`src/rtl/isect_pkg.sv`:
```
package isect_pkg;

   // Phase codes are fixed: neighbouring logic decodes them.
   typedef enum logic [3:0] {
      PH_ART_GO    = 4'b0000,
      PH_ART_AMBER = 4'b0001,
      PH_ART_STOP  = 4'b0011,
      PH_XL_GO     = 4'b0010,
      PH_XL_AMBER  = 4'b0110,
      PH_X_GO      = 4'b0111,
      PH_X_AMBER   = 4'b0101,
      PH_X_STOP    = 4'b0100,
      PH_AL_GO     = 4'b1100,
      PH_AL_AMBER  = 4'b1101
   } phase_e;

   localparam int unsigned NUM_APPROACH = 2;   // 0 artery, 1 side road
   localparam int unsigned STRAIGHT_W   = 3;   // {red,yellow,green}
   localparam int unsigned LEFT_W       = 2;   // {yellow,green}

endpackage

```
`src/rtl/isect_tick_timer.sv`:
```
module isect_tick_timer #(
   parameter int unsigned LIMIT = 24,
   parameter int unsigned CW    = $clog2(LIMIT + 1)
) (
   input  logic          clk,
   input  logic          rst,
   input  logic          clr,
   input  logic          tick,
   output logic [CW-1:0] count
);

   initial begin : p_param_chk
      assert (LIMIT > 0 && (LIMIT < (1 << CW))) else $error("timer limit does not fit width");
   end

   // Up-counter of ticks, saturating at LIMIT, cleared on request.
   always_ff @(posedge clk) begin
      if (rst || clr)
         count <= '0;
      else if (tick && (count != CW'(LIMIT)))
         count <= count + 1'b1;
   end

   AST_TMR_NO_WRAP: assert property (@(posedge clk) disable iff (rst)
      !clr |=> count >= $past(count)) else $error("timer wrapped");

   AST_TMR_TICK_ONLY: assert property (@(posedge clk) disable iff (rst)
      (!tick && !clr) |=> $stable(count)) else $error("timer moved without tick");

endmodule

```
`src/rtl/isect_lamp_decode.sv`:
```
module isect_lamp_decode
   import isect_pkg::*;
(
   input  phase_e                                     ph,
   output logic [NUM_APPROACH-1:0][STRAIGHT_W-1:0]    straight,
   output logic [NUM_APPROACH-1:0][LEFT_W-1:0]        left
);

   // One identical decoder per approach, differing only in its phase codes.
   for (genvar a = 0; a < NUM_APPROACH; a++) begin : g_app
      localparam phase_e GO_PH  = (a == 0) ? PH_ART_GO    : PH_X_GO;
      localparam phase_e AMB_PH = (a == 0) ? PH_ART_AMBER : PH_X_AMBER;
      localparam phase_e LGO_PH = (a == 0) ? PH_AL_GO     : PH_XL_GO;
      localparam phase_e LAM_PH = (a == 0) ? PH_AL_AMBER  : PH_XL_AMBER;

      assign straight[a] = (ph == GO_PH)  ? 3'b001 :
                           (ph == AMB_PH) ? 3'b010 : 3'b100;
      assign left[a]     = {ph == LAM_PH, ph == LGO_PH};
   end

endmodule

```
`src/rtl/isect_phase_ctrl.sv`:
```
module isect_phase_ctrl
   import isect_pkg::*;
#(
   parameter int unsigned HOLD_TICKS  = 10,
   parameter int unsigned LEFT_TICKS  = 10,
   parameter int unsigned MIN_TICKS   = 10,
   parameter int unsigned MAX_TICKS   = 24,
   parameter int unsigned AMBER_TICKS = 2,
   parameter int unsigned CLEAR_TICKS = 2
) (
   input  logic       clk,
   input  logic       rst,
   input  logic       tick,
   input  logic       cross_req,
   input  logic       cross_left_req,
   input  logic       art_left_req,
   input  logic       train,
   output logic [3:0] phase,
   output logic [2:0] art_lamp,
   output logic [2:0] crs_lamp,
   output logic [1:0] art_left_lamp,
   output logic [1:0] crs_left_lamp,
   output logic [3:0] grant
);

   localparam int unsigned SPAN_G = (LEFT_TICKS > MAX_TICKS) ? LEFT_TICKS : MAX_TICKS;
   localparam int unsigned SPAN_S = (AMBER_TICKS > CLEAR_TICKS) ? AMBER_TICKS : CLEAR_TICKS;
   localparam int unsigned SPAN   = (SPAN_G > SPAN_S) ? SPAN_G : SPAN_S;
   localparam int unsigned TW     = $clog2(SPAN + 1);
   localparam int unsigned HW     = $clog2(HOLD_TICKS + 1);

   initial begin : p_param_chk
      assert (MIN_TICKS <= MAX_TICKS) else $error("minimum green exceeds maximum");
      assert (HOLD_TICKS > 0 && LEFT_TICKS > 0 && AMBER_TICKS > 0 && CLEAR_TICKS > 0)
         else $error("phase lengths must be non-zero");
   end

   phase_e          st_q, st_d;
   logic [TW-1:0]   el;
   logic [HW-1:0]   hold_cnt;
   logic            entering, any_req, held, hold_clr;
   logic            amber_done, clear_done, left_done, min_done, max_done;
   logic [NUM_APPROACH-1:0][STRAIGHT_W-1:0] str_l;
   logic [NUM_APPROACH-1:0][LEFT_W-1:0]     lft_l;

   assign entering   = (st_d != st_q);
   assign any_req    = cross_req | cross_left_req | art_left_req;
   assign hold_clr   = !any_req || (st_q != PH_ART_GO);
   assign held       = (hold_cnt == HW'(HOLD_TICKS));
   assign amber_done = (el >= TW'(AMBER_TICKS));
   assign clear_done = (el >= TW'(CLEAR_TICKS));
   assign left_done  = (el >= TW'(LEFT_TICKS));
   assign min_done   = (el >= TW'(MIN_TICKS));
   assign max_done   = (el >= TW'(MAX_TICKS));

   // Ticks spent in the current phase; restarts on every entry.
   isect_tick_timer #(.LIMIT(SPAN), .CW(TW)) u_phase_tmr (
      .clk(clk), .rst(rst), .clr(entering), .tick(tick), .count(el)
   );

   // Ticks of unbroken demand while resting on artery green.
   isect_tick_timer #(.LIMIT(HOLD_TICKS), .CW(HW)) u_hold_tmr (
      .clk(clk), .rst(rst), .clr(hold_clr), .tick(tick), .count(hold_cnt)
   );

   always_comb begin
      st_d = st_q;
      case (st_q)
         PH_ART_GO:    if (!train && held) st_d = PH_ART_AMBER;
         PH_ART_AMBER: if (amber_done) st_d = PH_ART_STOP;
         PH_ART_STOP:  if (clear_done) begin
                          if (train)               st_d = PH_ART_GO;
                          else if (cross_left_req) st_d = PH_XL_GO;
                          else                     st_d = PH_X_GO;
                       end
         PH_XL_GO:     if (left_done) st_d = PH_XL_AMBER;
         PH_XL_AMBER:  if (amber_done) st_d = train ? PH_ART_GO : PH_X_GO;
         PH_X_GO:      if (train || max_done || (min_done && (cross_left_req || art_left_req)))
                          st_d = PH_X_AMBER;
         PH_X_AMBER:   if (amber_done) st_d = PH_X_STOP;
         PH_X_STOP:    if (clear_done) st_d = (art_left_req && !train) ? PH_AL_GO : PH_ART_GO;
         PH_AL_GO:     if (left_done) st_d = PH_AL_AMBER;
         PH_AL_AMBER:  if (amber_done) st_d = PH_ART_GO;
         default:      st_d = PH_ART_GO;
      endcase
   end

   always_ff @(posedge clk) begin
      if (rst) begin
         st_q  <= PH_ART_GO;
         grant <= '0;
      end else begin
         st_q  <= st_d;
         grant <= entering ? {st_d == PH_AL_GO, st_d == PH_XL_GO, st_d == PH_X_GO, st_d == PH_ART_GO}
                           : 4'b0000;
      end
   end

   isect_lamp_decode u_lamps (.ph(st_q), .straight(str_l), .left(lft_l));

   assign phase         = st_q;
   assign art_lamp      = str_l[0];
   assign crs_lamp      = str_l[1];
   assign art_left_lamp = lft_l[0];
   assign crs_left_lamp = lft_l[1];

   AST_TRAIN_KEEPS_REST: assert property (@(posedge clk) disable iff (rst)
      (st_q == PH_ART_GO && train) |=> st_q == PH_ART_GO) else $error("left rest with train");

   AST_TRAIN_NO_LEFT: assert property (@(posedge clk) disable iff (rst)
      (st_q == PH_ART_STOP && train) |=> (st_q == PH_ART_STOP || st_q == PH_ART_GO))
      else $error("served side road during train");

   AST_CLEAR_BEFORE_XGO: assert property (@(posedge clk) disable iff (rst)
      $rose(crs_lamp[0]) |-> $past(art_lamp[2] && crs_lamp[2])) else $error("no all-red");

   AST_CLEAR_BEFORE_AGO: assert property (@(posedge clk) disable iff (rst)
      $rose(art_lamp[0]) |-> $past(art_lamp[2] && crs_lamp[2])) else $error("no all-red");

   AST_MIN_GREEN: assert property (@(posedge clk) disable iff (rst)
      (st_q == PH_X_GO && !train && entering) |-> min_done) else $error("short green");

   AST_GRANT_ONEHOT: assert property (@(posedge clk) disable iff (rst)
      $onehot0(grant)) else $error("several grants");

   AST_GRANT_PULSE: assert property (@(posedge clk) disable iff (rst)
      (grant != 4'b0000) |=> (grant == 4'b0000)) else $error("grant longer than one cycle");

endmodule

```
`config.mk`:
```
export PLATFORM = sky130hd
export DESIGN_NAME = isect_phase_ctrl
export DESIGN_NICKNAME = d
export VERILOG_FILES = /design/src/rtl/isect_pkg.sv /design/src/rtl/isect_tick_timer.sv /design/src/rtl/isect_lamp_decode.sv /design/src/rtl/isect_phase_ctrl.sv
export SDC_FILE = /design/constraint.sdc
export NUM_CORES = 1
export LEC_CHECK = 0
export ABC_AREA = 1
export BUFFER_PORTS_ARGS = -buffer_cell sky130_fd_sc_hd__buf_2
export CORE_MARGIN = 2
export CORE_UTILIZATION = 54
export DETAILED_ROUTE_END_ITERATION = 6
export PLACE_DENSITY = 0.78
export SETUP_SLACK_MARGIN = 0.4
export SYNTH_ARGS = -nofsm -noshare
export SYNTH_HDL_FRONTEND = slang
export SYNTH_HIERARCHICAL = 1
export SYNTH_SLANG_ARGS = --single-unit
```
`constraint.sdc`:
```
create_clock -name clk -period 2.03 [get_ports clk]
set_input_delay 0.5075 -clock clk [delete_from_list [all_inputs] [get_ports clk]]
set_output_delay 0.5075 -clock clk [all_outputs]
set_load 0.01 [all_outputs]
```
# Yosys cells after proc, flatten, opt, wreduce, memory -nomap -nowiden
# Index checks and enable logic that the tools add are counted.
# totals
latch_bits,0
regBits,17
rom_bits,0
mem_count,0
ram_bits,0
output_inout_bits,18
# op_classes
eq_ne,16
order_cmp,3
muxes,19
addsub,2
n_shift,0
n_div,0
reduce_logical,17
n_mul,0
bitwise_logic,3
# ops
cell,count
2-to-1 mux 4 bit,11
case mux 4 bit (10 select lines),1
2-to-1 mux 3 bit,7
equality test 4 x 3 -> 1 bit (second input constant),5
equality test 4 bit (second input constant),4
equality test 4 x 2 -> 1 bit (second input constant),3
zero test 4 bit,2
logical OR 1 bit,6
adder 5 x 1 -> 5 bit (second input constant),1
greater-or-equal comparator 5 x 2 -> 1 bit (second input constant),1
greater-or-equal comparator 5 x 4 -> 1 bit (second input constant),1
greater-or-equal comparator 5 bit (second input constant),1
logical AND 1 bit,5
!= test 5 bit (second input constant),1
adder 4 x 1 -> 4 bit (second input constant),1
equality test 4 x 1 -> 1 bit (second input constant),1
!= test 4 bit,1
!= test 4 bit (second input constant),1
nonzero test 4 bit,1
zero test 1 bit,2
bitwise OR 1 bit,2
OR reduction 2 bit,1
NOT 1 bit,1

# Longest topological paths before layout
# Gate-level depths: netlist of run 1.
# depth
ltp_word,8
ltp_mapped,14
mapped_depth_nobuf,14

# Cells and area by module
# Netlist of run 1, hierarchy kept.
# by_module_without_submodules
module,area_each_um2,seq_area_each_um2,n_inst,cells_each
isect_phase_ctrl,703.2,160.2,1,126
isect_tick_timer (u_phase_tmr),264.0,100.1,1,39
isect_tick_timer (u_hold_tmr),239.0,80.1,1,36
isect_lamp_decode,83.8,0.0,1,21

# Worst setup path after synthesis of run 1
# Ideal clock, no wire load.
# synth_timing
path_type,register to register
startpoint,register st_q[0] (netlist: phase[0])
endpoint,register u_phase_tmr.count[2]
setup_ns,0.078
path_slack_ns,0.279
n_path_buf,1
stages_incl_launch_ff,14
arrival_time_ns,1.674
path_cell_list,dfxtp_1 > buf_4 > nand2_1 > nor2_1 > nand2_1 > nand3_1 > nand2_1 > nand3_1 > nand2_1 > inv_1 > nand3_2 > nor2_1 > nand2_1 > nor3_1
# synth_via
elab_chain_cells,4
# synth_lines
item,line_no,rtl
from (decl),isect_phase_ctrl.sv:38,"phase_e st_q, st_d;"
from (signal assigned),isect_phase_ctrl.sv:93,st_q <= st_d;
equality test 4 bit (tied with other cells),isect_phase_ctrl.sv:68,case (st_q)
case mux 4 bit (10 select lines),isect_phase_ctrl.sv:68,
!= test 4 bit (*),isect_phase_ctrl.sv:46,assign entering = (st_d != st_q);
named net entering,isect_phase_ctrl.sv:41,"logic entering, any_req, held, hold_clr;"
logical OR 1 bit (*),isect_tick_timer.sv:18,if (rst || clr)
to (signal assigned),isect_tick_timer.sv:21,count <= count + 1'b1;
to (decl),isect_tick_timer.sv:9,output logic [CW-1:0] count
# The timed path passes the listed nets; every way through them passes the cells marked *.
# A chain may end at the register's enable or synchronous reset.

# Final worst setup path of run 1
# layout_timing
startpoint,register u_phase_tmr.count[3]
endpoint,register u_phase_tmr.count[2]
# layout_via
elab_chain_cells,7
# layout_lines
item,line_no,rtl
greater-or-equal comparator 5 bit or greater-or-equal comparator 5 x 4 -> 1 bit (tied branches),"isect_phase_ctrl.sv:54, isect_phase_ctrl.sv:52, isect_phase_ctrl.sv:53",
logical OR 1 bit or logical AND 1 bit (tied branches),isect_phase_ctrl.sv:78,PH_X_GO: if (train || max_done || (min_done && (cross_left_req || art_left_req)))
logical OR 1 bit,isect_phase_ctrl.sv:78,
2-to-1 mux 4 bit,isect_phase_ctrl.sv:78,
case mux 4 bit (10 select lines) (*),isect_phase_ctrl.sv:68,
!= test 4 bit (*),isect_phase_ctrl.sv:46,
named net entering,isect_phase_ctrl.sv:41,
logical OR 1 bit (*),isect_tick_timer.sv:18,
# Marks and branches as above.

==> metrics.md, run 1 <==
| Metric | Value |
|---|---|
| First-pass GRT wire length | `4950 um` |
| Max Cap Violations | `0` |
| Placed insts | `272` |
| Crit-path max FO | `7` |
| Largest net degree at the start of global routing | `13` |
| Final core utilization | `0.760` |
| Fmax | `574 MHz` |
| RSZ-0062 raised after global routing | `true` |
| HPWL after DPL | `2160 um` |
| Worst EP required | `2230 ps` |
| Yosys cell types | `22` |
| Final Hold Viols | `0` |
| Clk pwr share | `0.281` |
| Drc violations | `0` |
| Yosys reg bits | `17` |
| Leak Pwr | `0.876 nW` |
| Vias | `1,480` |
| Clock Sinks | `17` |
| Setup TNS | `0 ps` |
| Synth warn | `6` |
| Mean Syn Cell Area | `5.81 um2` |
| Place WS | `129 ps` |
| Yosys top cell area share | `0.264` |
| Worst-skew pair later-pin latency | `280 ps` |
| Max transition margin | `0.814` |
| Final setup viols | `0` |
| Max rail drop VDD | `0.000520 V` |
| Reg area | `368 um2` |
| # port buffers | `24` |
| Area of the multi-input gates | `912 um2` |
| Sw Share | `0.273` |
| Initial antenna violation count | `0` |
| CTS root buf | `clkbuf_4` |
| Final ANT Viol Nets | `0` |
| Status | `complete, no violations` |
| Worst Setup Path Type | `flop to flop` |
| DR WL/cell | `11.7 um` |
| # rows | `17` |
| # IOs | `25` |
| Die Area | `2800 um2` |
| Mapped Nets | `233` |
| Fillers | `184` |
| Global route total overflow | `0` |
| Chip width | `52.9 um` |
| Post-Synthesis Cells | `222` |
| Drt pass-1 iters | `4` |
| Area contributors post-synth | `dfxtp_1, nand2_1, nor2_1` |
| Antenna cells | `0` |
| PwrDens | `362 nW/um2` |
| CTS max path bufs | `2` |
| Min Clock Period, post-route | `1740 ps` |
| Gpl congestion | `0.792` |
| Clk_skew | `7.53 ps` |
| HP Class | `primary input to flop` |
| Vert. Die Dim | `52.9 um` |
| Register area share after synthesis | `0.264` |
| Final cell count without fillers | `288` |
| Logic pwr share | `0.161` |
| CTS tree | `yes` |
| Final net count | `272` |
| Clock Pin Slew Worst Setup and Hold Paths | `100 ps` |
| Layout cell share with drive strength beyond 1 | `0.388` |
| Max Slew Vio Count | `0` |
| Iter 0 DRT Violations | `26` |
| All-Layer GR Usage | `0.240` |
| Area delta synth->final | `31.6%` |
| Slew @ Worst Pin | `278 ps` |
| TritonCTS buffer count | `3` |
| Number of global-route vias before repair | `1,208` |
| P_int | `0.000447 W` |
| Psw | `0.000168 W` |
| Data arrival time of the worst path | `1940 ps` |
| Yosys top cell by area | `dfxtp_1` |
| # H-tree levels | `1` |
| CP Capture Type | `flop` |
| Routed WL | `3380 um` |
| Cell area after synthesis | `1290 um2` |
| Core area | `2230 um2` |
| Worst Slack Setup Final | `288 ps` |
| Startpoint Class | `flop` |
| Initial core utilization | `0.578` |
| Post-route clock period utilization | `0.858` |
| Vias per inst | `5.14` |
| Sequential Power Share | `0.558` |
[what timing repair did]
action	4_1_cts	5_1_grt
gates resized for setup	22	26
pin swaps	8	8
buffers inserted	5	7
hold buffers	0	0
setup endpoints to repair	5	13
[flip-flops by register name, summed over array words and instances (netlist names)]
register / count
grant: 4
phase: 4
u_hold_tmr/count: 4
u_phase_tmr/count: 5
[metal layers]
metal  GRT usage  part of all wire
met1       0.280              0.44
met2       0.427              0.51
met3      0.0311             0.036
met4       0.115             0.015
met5           0                 0
[critical path, cell delays in order, from the launching register on]
cell	delay [ps]
dfxtp_2	410
nor2_4	70
nand2_4	120
inv_2	70
buf_4	130
nand2_1	50
a21boi_1	60
o21ai_0	140
nand2_1	80
inv_1	60
nand3_2	110
nor2_4	170
nand2_1	80
nor3_2	110
[area by class of cell]
cell class,count,share of cell area
well taps,28,0.0206
multi-input cells,167,0.537
flip-flops and latches,17,0.217
inverters,36,0.0811
clock buffers,3,0.0133
clock inverters,1,0.00295
repair buffers,36,0.128
[Yosys cell counts]
library cell,count
nand2_2,5
a21boi_2,1
and3b_1,1
nand4_1,4
o21ai_0,4
ha_1,4
nand3_1,19
dfxtp_1,17
a21boi_1,2
or2_1,1
nor3_2,1
a21oi_1,5
nand3_2,4
nor2_2,7
and2_1,1
nand2_1,60
or2_2,1
nor2_1,44
inv_1,28
nor3_1,3
buf_4,2
inv_2,8
[cell families (layout without fill, tap and decap cells)]
logic type | count (synthesis) | after routing | synth area share
buffers and inverters | 38 | 76 | 0.116
AOI/OAI and AO/OA | 12 | 12 | 0.0553
adders and majority gates | 4 | 4 | 0.0388
and+or+nand+nor | 151 | 151 | 0.526
DFF | 17 | 17 | 0.264
[path summary, 6_finish.rpt]
check | startpoint | to | slack (ps) | cells after the start
setup / recovery | u_phase_tmr/count[3] | u_phase_tmr/count[2] | 290 | 13
hold / removal | rst | phase[3] | 480 | 2
setup reg to reg | u_phase_tmr/count[3] | u_phase_tmr/count[2] | 290 | 13
hold reg to reg | u_hold_tmr/count[2] | u_hold_tmr/count[2] | 520 | 2
[stage by stage]
stage               hold slack [ps]  total power, W  area (um2)
floorplan                       479        0.000405        1300
global placement                497        0.000427        1440
detailed placement              499        0.000428        1440
CTS                             475        0.000605        1570
global route                    470        0.000654        1700
finish                          483        0.000615        1700
[power by group through the flow]
stage | logic, W | registers, W | clock network, W
global placement | 0.0000675 | 0.000359 | 0
floorplan | 0.0000482 | 0.000357 | 0
finish | 0.0000991 | 0.000343 | 0.000173
detailed placement | 0.0000688 | 0.000360 | 0
CTS | 0.0000789 | 0.000345 | 0.000181
global route | 0.000113 | 0.000344 | 0.000197
[placed cells by master, fill, tap and decap left out, types with 5 or more instances in the layout]
cell type and count:
dfxtp_4 7, buf_4 10, inv_1 26, nand2_1 49, nand3_2 7, nand2_2 12, nor2_1 36, inv_2 9
nand3_1 16, a21oi_1 5, buf_2 24, nor2_2 11, dfxtp_1 9
(Power assumes the default switching activity.)
==> run 2, diff against run 1 <==
Settings changed: CORE_MARGIN 2 to not set, MAX_ROUTING_LAYER set to met4.
==> metrics.md, run 2 (synthesized netlist as in run 1, its figures left out) <==
| Metric | Value |
|---|---|
| Antenna cells | `0 (unchanged)` |
| Final setup viols | `0 (unchanged)` |
| Routed WL | `3630 um (+7.3%)` |
| Initial core utilization | `0.578 (unchanged)` |
| Clock Sinks | `17 (unchanged)` |
| All-Layer GR Usage | `0.274 (+0.0347)` |
| CTS max path bufs | `2 (unchanged)` |
| Vias per inst | `5.26 (+2.3%)` |
| Number of global-route vias before repair | `1,317 (+9.0%)` |
| Die Area | `2590 um2 (-7.4%)` |
| Drt pass-1 iters | `4 (unchanged)` |
| CP Capture Type | `flop` |
| Fmax | `571 MHz (-0.53%)` |
| Global route total overflow | `0 (unchanged)` |
| Max transition margin | `0.814 (about the same)` |
| Final ANT Viol Nets | `0 (unchanged)` |
| Data arrival time of the worst path | `1970 ps (+30 ps)` |
| Startpoint Class | `flop` |
| DR WL/cell | `12.4 um (+5.8%)` |
| # port buffers | `24 (unchanged)` |
| R2R Setup Slk | `280 ps (about the same)` |
| Commonest non-fill, non-tap cell in the layout | `nand2_1` |
| Status | `complete, no violations` |
| TritonCTS buffer count | `3 (unchanged)` |
| Gpl congestion | `0.837 (+5.6%)` |
| Vias | `1,535 (+3.7%)` |
| Hold-fix buffers, CTS | `0 (unchanged)` |
| # IOs | `25 (unchanged)` |
| PwrDens | `342 nW/um2 (-5.6%)` |
| Max reg flops | `5 (unchanged)` |
| Clock Pin Slew Worst Setup and Hold Paths | `100 ps (about the same)` |
| First-pass GRT wire length | `5320 um (+7.4%)` |
| Initial antenna violation count | `0 (unchanged)` |
| Biggest register | `u_phase_tmr/count` |
| Drc violations | `0 (unchanged)` |
| # rows | `17 (unchanged)` |
| CTS root buf | `clkbuf_4` |
| Clk_skew | `6.35 ps (-1.18 ps)` |
| Min Clock Period, post-route | `1750 ps (+9.27 ps)` |
| Worst-skew pair later-pin latency | `290 ps (about the same)` |
| Setup TNS | `0 ps (unchanged)` |
| CP peak stage delay | `370 ps (-40 ps)` |
| Most frequent cells in the layout | `nand2_1, nor2_1, inv_1` |
| RSZ-0062 raised after global routing | `true` |
| Final net count | `276 (+1.5%)` |
| Crit-path max FO | `7 (unchanged)` |
| Max rail drop VDD | `0.000488 V (-6.2%)` |
| Final Hold Viols | `0 (unchanged)` |
| Largest net degree at the start of global routing | `12 (-1)` |
| Chip width | `50.9 um (-3.8%)` |
| Layout cell share with drive strength beyond 1 | `0.447 (+0.0585)` |
| Vert. Die Dim | `50.9 um (-3.8%)` |
| Slew @ Worst Pin | `278 ps (-0.419 ps)` |
| Max Slew Vio Count | `0 (unchanged)` |
| Pwr Total | `0.000615 W (about the same)` |
| CTS tree | `yes` |
| Iter 0 DRT Violations | `56 (+120%)` |
| Worst EP required | `2250 ps (+20 ps)` |
| Core area | `2230 um2 (unchanged)` |
| Area delta synth->final | `39.6%` |
| Critical Path, Cell by Cell | `nor2_4, nand2_4, inv_2, buf_4, nand2_1, a21boi_2, o21ai_1, nand2_1, inv_2, nand3_4, buf_4, nand2_4, nor2_1` |
| Post-route clock period utilization | `0.862 (+0.00457)` |
| Slowest CP cell | `dfxtp_4` |
| Max Cap Violations | `0 (unchanged)` |
| HP Class | `primary input to flop` |
| Worst Setup Path Type | `flop to flop` |
| HPWL after DPL | `2140 um (-0.95%)` |
| # H-tree levels | `1 (unchanged)` |
| Leak Pwr | `0.910 nW (+4.0%)` |
run 2: changes by cell type in the layout (fill, tap and decap cells not counted), moves of 2 or more:
cell     previous run  this run
nor2_1             36        32
nand2_1            49        44
buf_6               2         5
nand2_2            12        16
nor2_2             11        13
nor2_4              4         6
run 2: routing by layer:
layer,global-route usage,wire length [um],vias to the layer above
met3,0.0298,185,6
met2,0.482,1900,65
met4,0.0926,36,0
li1,-,-,773
met1,0.325,1510,691
met5,-,0,-
run 2: cell type report:
cell class	instances	area [um2]
multi-input combinational	167	971
sequential	17	368
fill	166	433
clock inverter	1	5.00
inverter	36	140
timing repair buffer	40	259
tap	28	35.0
clock buffer	3	22.5
run 2: metrics by stage:
stage	util	cell area [um2]	hold WS, ps	worst slack (ps)	instances
floorplan	-	1300	479	405	222
global placement	0.644	1440	496	226	272
detailed placement	0.644	1440	498	166	272
CTS	0.713	1590	479	383	284
global route	0.806	1800	485	182	292
finish	0.806	1800	487	279	292
run 2: path summary, 6_finish.rpt:
| kind | start | end | depth (start not counted) |
|---|---|---|---|
| worst min-delay path | rst | phase[0] | 2 |
| worst min register to register | u_hold_tmr/count[2] | u_hold_tmr/count[2] | 2 |
| worst max-delay path | u_phase_tmr/count[1] | grant[1] | 13 |
| worst max register to register | u_phase_tmr/count[1] | grant[1] | 13 |
run 2: repair_timing:
| action | in CTS | in global routing |
|---|---|---|
| setup buffers | 8 | 8 |
| endpoints found under the setup margin | 8 | 17 |
| pin swaps | 5 | 15 |
| gates resized for setup | 26 | 48 |
run 2: power breakdown:
| group | leakage, nW | switching, W | total, W | internal (W) |
|---|---|---|---|---|
| combinational | 0.749 | 0.0000569 | 0.0000939 | 0.0000370 |
| clock | 0.0177 | 0.000105 | 0.000178 | 0.0000732 |
| sequential | 0.144 | 0.0000101 | 0.000344 | 0.000333 |
| total | 0.910 | 0.000172 | 0.000615 | 0.000444 |
run 2: worst max-delay path, delay by kind of cell, from the launching register on:
kind                   cells  cell delay [ps]
and+or+nand+nor            7              710
buffers and inverters      4              360
DFF                        1              370
AOI/OAI and AO/OA          2              230
